### src/rtl/issue_hazard_pkg.sv
package issue_hazard_pkg;
  typedef enum logic [1:0] {
    OPK_NONE = 2'd0,
    OPK_IMM  = 2'd1,
    OPK_REG  = 2'd2,
    OPK_DISP = 2'd3
  } opnd_kind_e;
endpackage

### src/rtl/hazard_slot_cmp.sv
module hazard_slot_cmp
  import issue_hazard_pkg::*;
#(
  parameter int unsigned REG_W = 5
) (
  input  logic             clk_i,
  input  logic             rst_ni,
  input  logic [1:0]       kind_i,
  input  logic [REG_W-1:0] reg_i,
  input  logic             old_dst_disp_i,
  input  logic [REG_W-1:0] old_dst_reg_i,
  output logic             hit_o
);
  opnd_kind_e kind;
  logic       uses_reg;
  logic       same_reg;
  logic       old_is_zero;

  assign kind        = opnd_kind_e'(kind_i);
  assign uses_reg    = (kind == OPK_REG) || (kind == OPK_DISP);
  assign same_reg    = (reg_i == old_dst_reg_i);
  assign old_is_zero = (old_dst_reg_i == '0);

  // memory-after-memory always conflicts; register-direct only on real match
  always_comb begin
    if (old_dst_disp_i) hit_o = (kind == OPK_DISP);
    else                hit_o = uses_reg && same_reg && !old_is_zero;
  end


  imm_never_hits_chk: assert property (@(posedge clk_i) disable iff (!rst_ni)
    (kind_i == 2'd1 || kind_i == 2'd0) |-> !hit_o);


  disp_vs_direct_chk: assert property (@(posedge clk_i) disable iff (!rst_ni)
    (old_dst_disp_i && kind_i == 2'd2) |-> !hit_o);


  reg_zero_chk: assert property (@(posedge clk_i) disable iff (!rst_ni)
    (!old_dst_disp_i && reg_i == '0) |-> !hit_o);
endmodule

### src/rtl/hazard_reduce.sv
module hazard_reduce #(
  parameter int unsigned NUM_SLOT = 4
) (
  input  logic                clk_i,
  input  logic                rst_ni,
  input  logic [NUM_SLOT-1:0] slot_hit_i,
  input  logic                old_has_dst_i,
  input  logic                old_wr_flag_i,
  input  logic                new_rd_flag_i,
  output logic                dep_o
);
  logic flag_dep;
  logic reg_dep;

  assign flag_dep = old_wr_flag_i & new_rd_flag_i;
  assign reg_dep  = old_has_dst_i & (|slot_hit_i);
  assign dep_o    = flag_dep | reg_dep;


  flag_dep_chk: assert property (@(posedge clk_i) disable iff (!rst_ni)
    (old_wr_flag_i && new_rd_flag_i) |-> dep_o);


  no_dst_chk: assert property (@(posedge clk_i) disable iff (!rst_ni)
    (!old_has_dst_i && !(old_wr_flag_i && new_rd_flag_i)) |-> !dep_o);
endmodule

### src/rtl/issue_hazard_top.sv
module issue_hazard_top
  import issue_hazard_pkg::*;
#(
  parameter int unsigned REG_W   = 5,
  parameter int unsigned NUM_SRC = 3
) (
  input  logic                     clk_i,
  input  logic                     rst_ni,
  input  logic                     old_has_dst_i,
  input  logic                     old_dst_disp_i,
  input  logic [REG_W-1:0]         old_dst_reg_i,
  input  logic                     old_wr_flag_i,
  input  logic [2*NUM_SRC-1:0]     new_src_kind_i,
  input  logic [REG_W*NUM_SRC-1:0] new_src_reg_i,
  input  logic                     new_dst_disp_i,
  input  logic [REG_W-1:0]         new_dst_reg_i,
  input  logic                     new_rd_flag_i,
  output logic                     dep_o,
  output logic                     dep_q_o
);
  // last slot carries the newer instruction's displacement destination
  localparam int unsigned NUM_SLOT = NUM_SRC + 1;

  logic [NUM_SLOT-1:0] slot_hit;
  logic [1:0]          slot_kind [NUM_SLOT];
  logic [REG_W-1:0]    slot_reg  [NUM_SLOT];

  for (genvar g = 0; g < NUM_SLOT; g++) begin : g_slot
    if (g < NUM_SRC) begin : g_src
      assign slot_kind[g] = new_src_kind_i[2*g +: 2];
      assign slot_reg[g]  = new_src_reg_i[REG_W*g +: REG_W];
    end else begin : g_st_base
      assign slot_kind[g] = new_dst_disp_i ? OPK_DISP : OPK_NONE;
      assign slot_reg[g]  = new_dst_reg_i;
    end

    hazard_slot_cmp #(.REG_W(REG_W)) u_cmp (
      .clk_i          (clk_i),
      .rst_ni         (rst_ni),
      .kind_i         (slot_kind[g]),
      .reg_i          (slot_reg[g]),
      .old_dst_disp_i (old_dst_disp_i),
      .old_dst_reg_i  (old_dst_reg_i),
      .hit_o          (slot_hit[g])
    );
  end

  hazard_reduce #(.NUM_SLOT(NUM_SLOT)) u_reduce (
    .clk_i         (clk_i),
    .rst_ni        (rst_ni),
    .slot_hit_i    (slot_hit),
    .old_has_dst_i (old_has_dst_i),
    .old_wr_flag_i (old_wr_flag_i),
    .new_rd_flag_i (new_rd_flag_i),
    .dep_o         (dep_o)
  );

  always_ff @(posedge clk_i or negedge rst_ni) begin
    if (!rst_ni) dep_q_o <= 1'b0;
    else         dep_q_o <= dep_o;
  end


  dep_q_follow_chk: assert property (@(posedge clk_i) disable iff (!rst_ni)
    1'b1 |=> (dep_q_o == $past(dep_o)));


  mem_mem_chk: assert property (@(posedge clk_i) disable iff (!rst_ni)
    (old_has_dst_i && old_dst_disp_i && new_dst_disp_i) |-> dep_o);
endmodule

### config.mk
export PLATFORM = sky130hd
export DESIGN_NAME = issue_hazard_top
export DESIGN_NICKNAME = d
export VERILOG_FILES = /design/src/rtl/issue_hazard_pkg.sv /design/src/rtl/hazard_slot_cmp.sv /design/src/rtl/hazard_reduce.sv /design/src/rtl/issue_hazard_top.sv
export SDC_FILE = /design/constraint.sdc
export NUM_CORES = 1
export LEC_CHECK = 0
export BUFFER_PORTS_ARGS = -buffer_cell sky130_fd_sc_hd__buf_2
export CORE_MARGIN = 4
export CORE_UTILIZATION = 24
export DETAILED_ROUTE_END_ITERATION = 8
export HOLD_SLACK_MARGIN = 0.02
export PLACE_DENSITY = 0.6
export SLEW_MARGIN = 20
export SYNTH_ARGS = -nofsm -noshare
export SYNTH_HDL_FRONTEND = slang
export SYNTH_SLANG_ARGS = --single-unit
export TNS_END_PERCENT = 1
### constraint.sdc
create_clock -name clk_i -period 1.65 [get_ports clk_i]
set_input_delay 0.2475 -clock clk_i [delete_from_list [all_inputs] [get_ports clk_i]]
set_output_delay 0.2475 -clock clk_i [all_outputs]
set_load 0.01 [all_outputs]
# Word-level counts from Yosys, hierarchy flattened
# Cells that the tools add are included.
# op_classes
n_eq_ne	12
n_bitwise	3
mux	5
n_reduce_logical	15
# ops
cell	count
$eq A5 B5 Y1	4
$eq A2 B2 Y1 const B	8
$logic_and A1 B1 Y1	8
$logic_not A5 Y1	1
$logic_or A1 B1 Y1	4
$mux W1	4
$reduce_or A4 Y1	1
$and A1 B1 Y1	2
$mux W2	1
$logic_not A1 Y1	1
$or A1 B1 Y1	1
# word_totals
word_cells	36
ff_bits	1
in_bits	38

# Longest topological paths before layout
# depth
word_depth	9
mapped_depth	6
depth_no_buf	5

# Modules after synthesis
# From an unflattened synthesis, not the netlist that was laid out.
# hier_totals
hier_cells	52
hier_area_um2	376.6
# by_module_without_submodules
mod	n_inst	area_each_um2	cells_per_inst
hazard_slot_cmp	4	83.8	12
issue_hazard_top	1	25.0	1
hazard_reduce	1	16.3	3

# Worst setup path after synthesis
# No wires, ideal clock.
# synth_timing
kind	input to output
start	in old_dst_reg_i[3]
end	out dep_o
t_required_ps	1402
path_stages	6
arrival_ps	1254
path_slack_ps	148
n_path_buf	1
path_cell_list	buf_4 nor4_4 o21bai_1 a32oi_1 nand4_1 a22o_1
# synth_via
elab_chain_cells	7
word_cells_on_any_way	21
cone_classes	eq/ne: 4; mux: 4; bitwise: 2; reduce/logical: 11
# synth_rtl
item	line_no	source
from (decl)	issue_hazard_top.sv:11	input logic [REG_W-1:0] old_dst_reg_i,
$eq A5 B5 Y1 or $logic_not A5 Y1 (tied branches)	hazard_slot_cmp.sv:21, hazard_slot_cmp.sv:22	
$logic_and A1 B1 Y1 or $logic_not A1 Y1 (tied branches)	hazard_slot_cmp.sv:27	else hit_o = uses_reg && same_reg && !old_is_zero;
$logic_and A1 B1 Y1	hazard_slot_cmp.sv:27	
$mux W1	hazard_slot_cmp.sv:26	if (old_dst_disp_i) hit_o = (kind == OPK_DISP);
$reduce_or A4 Y1 (*)	hazard_reduce.sv:16	assign reg_dep = old_has_dst_i & (|slot_hit_i);
$and A1 B1 Y1 (*)	hazard_reduce.sv:16	
$or A1 B1 Y1 (*)	hazard_reduce.sv:17	assign dep_o = flag_dep | reg_dep;
to (decl)	issue_hazard_top.sv:18	output logic dep_o,
# Every way passes the cells marked *; elsewhere a longest branch is shown, timed or not.

# Final worst setup path
# Ends and elaborated chain as after synthesis.

==> results.md <==
* Status: finished with violations
* Violated checks: negative setup slack
* Largest family of logic cells by synthesized area: XOR/XNOR gates
* Layout cells sized above 1 at 52.9%
* Mapped Nets at 85
* Synth-to-Final Area Change at 62.6%
* Combinational share of power at 83.0%
* Total Power at 0.162 mW
* Cell count after placement at 100
* Leakage at 0.300 nW
* Commonest non-fill, non-tap cells in the layout: buf_2, xor2_1, nor3_1, buf_4, nor2b_1
* Number of flops mapped to enable cells by yosys at 0
* Syn avg cell area at 7.91 sq um
* Most common cell after layout, fill and taps aside: buf_2
* Cell Rows at 13
* RSZ-0062 raised after global routing: true
* Max FFs per register at 1
* Setup WS post-layout at -0.00837 ns
* Biggest regs: dep_q_o: 1 flops
* Post-Synth Simple-Gate Area at 32.3%
* Worst hold path type: primary input to asynchronous set/reset pin
* Die X at 47.4 um
* Yosys reg bits at 1
* Largest net degree at the start of global routing at 9
* Final number of setup-violating endpoints at 1
* Ys Warns at 0
* Setup crit start kind: primary input
* Power Internal at 0.103 mW
* Util after Layout at 43.7%
* Main flop type after synthesis: dfrtp_1
* Met1 Track Usage GR at 11.6%
* VDD IR max at 0.0000894 V
* Worst slew pin tran at 0.275 ns
* GP Congestion at 0.685
* Post-synth cell types at 21
* Sw Pwr at 0.0594 mW
* Max stage delay on crit path at 0.33 ns
* Sw frac at 36.6%
* Register area share after synthesis at 6.73%
* FMAX at 603 MHz
* Synth Area in Compound Gates at 15.5%
* PD cells at 269 nW/um^2
* Vias at 461
* Mapped Cells at 47
* Reg clk slew, reported paths at 0 ns
* Mux share of post-synthesis cell area at 0%
* Routed WL at 1.14 mm
* Post-route insts no fill at 100
* Die Y at 47.4 um
* M2 GR Usage at 18.7%
* Xor and xnor fraction of the mapped netlist area at 37.7%
* Crit path time final at 1.66 ns
* Worst endpoint required time at 1.40 ns
* Met3 usage at 1.15%
* Final Instance Area at 604 sq um
* Crit share post-route at 101%
* Placement Cell Area at 579 sq um
* CP Capture Type: primary output
* Total GRT Usage at 9.57%
* Part of the power in registers at 17.0%
* Top Ports at 40
* Synth async-reset ratio at 100%
* Fin nets at 125
* Max cap viols at 0
* Post-Syn Area at 372 sq um
* Vias in the first global route at 435
* First-pass GRT wire length at 1.63 mm
* Pins Over Slew Limit at 0
* Iter 0 DRT Violations at 2
* Via-to-Cell Ratio at 4.61
* Slowest-stage cell, CP: nor4_4
* Gr ovfl total at 0
* Die area at 2240 sq um
* Post-route ant nets at 0
* Final Hold Viols at 0
* Core area at 1380 sq um
* Starting Density at 26.9%
* Routed length per instance at 11.4 um
* Antenna diodes at 0
* Initial antenna violation count at 0
* Final TNS setup at -0.00837 ns
* DP HPWL at 1.06 mm
* Rel. slew slack at 81.4%
* Crit path cell chain: buf_8 -> nor4_4 -> o21bai_1 -> a32oi_1 -> nand4_1 -> a22o_1 -> buf_2
* Crit path max fanout at 4
* Drt first pass iters at 3
* # port buffers at 39
* Reg with most FFs: dep_q_o
* Drc violations at 0
* GR peak layer: met2
* Share of power burned in the clock network at 0%
* Setup CP Type: primary input to primary output
* Synth Area in Adders at 0%
* Critical Path AT at 1.41 ns
==> worst max-delay path by stage <==
stage / from / end / slack, ns / cells past startpoint
final: old_dst_reg_i[3] / dep_o / -0.008 / 7
after global routing: old_dst_reg_i[3] / dep_o / -0.13 / 7
after CTS: old_dst_reg_i[3] / dep_o / -0.02 / 7
after detailed placement: old_dst_reg_i[2] / dep_o / -0.07 / 7
after global placement: old_dst_reg_i[2] / dep_o / -0.04 / 7
after floorplan: old_dst_reg_i[3] / dep_o / 0.15 / 6
==> cells in the mapped netlist (2+ instances only) <==
cell type,n,area share (%)
nor3_1,4,5.4
o211ai_1,2,4.0
nand2_1,2,2.0
nor2b_1,3,5.1
nand4_1,2,3.4
buf_2,2,2.7
nor2_1,2,2.0
nor4b_1,3,7.1
xor2_1,15,35
==> power groups by stage <==
stage          logic (mW)  clock network, mW  registers [mW]
2_1_floorplan      0.0664                  0          0.0291
3_3_place_gp        0.129                  0          0.0277
3_5_place_dp        0.130                  0          0.0278
4_1_cts             0.136                  0          0.0276
5_1_grt             0.150                  0          0.0279
6_report            0.135                  0          0.0276
==> stage by stage <==
stage               hold WS (ns)  worst slack (ns)
floorplan                -0.0481             0.148
global placement          0.0231           -0.0376
detailed placement        0.0235           -0.0654
CTS                       0.0226           -0.0220
global route              0.0245            -0.128
finish                    0.0221          -0.00837
==> worst max-delay path: cells and delay by family <==
family,cells,cell delay [ns]
compound gates,3,0.47
simple gates,2,0.45
buf+inv,2,0.24
==> repair_timing <==
item	in CTS	in global routing
pin swaps	2	0
buffers inserted	0	0
hold buffers	0	0
endpoints found under the setup margin	1	1
gates resized for setup	6	1
==> kinds of logic after synthesis <==
group,count (synthesis)
buf+inv,4
compound gates,8
xor+xnor,16
flops,1
simple gates,18
==> final cells by class <==
class	instances	area, sq um
flip-flops and latches	1	25.0
repair buffers	42	236
fillers	140	778
multi-input cells	42	324
well taps	15	18.8
==> per-layer routing <==
| metal | part of all wire [%] | wire, um |
|---|---|---|
| met3 | 15 | 176 |
| met2 | 47 | 537 |
| met1 | 37 | 425 |
| met4 | 0 | 0 |
| met5 | 0 | 0 |
No activity file was read; power rests on OpenSTA's default activity.
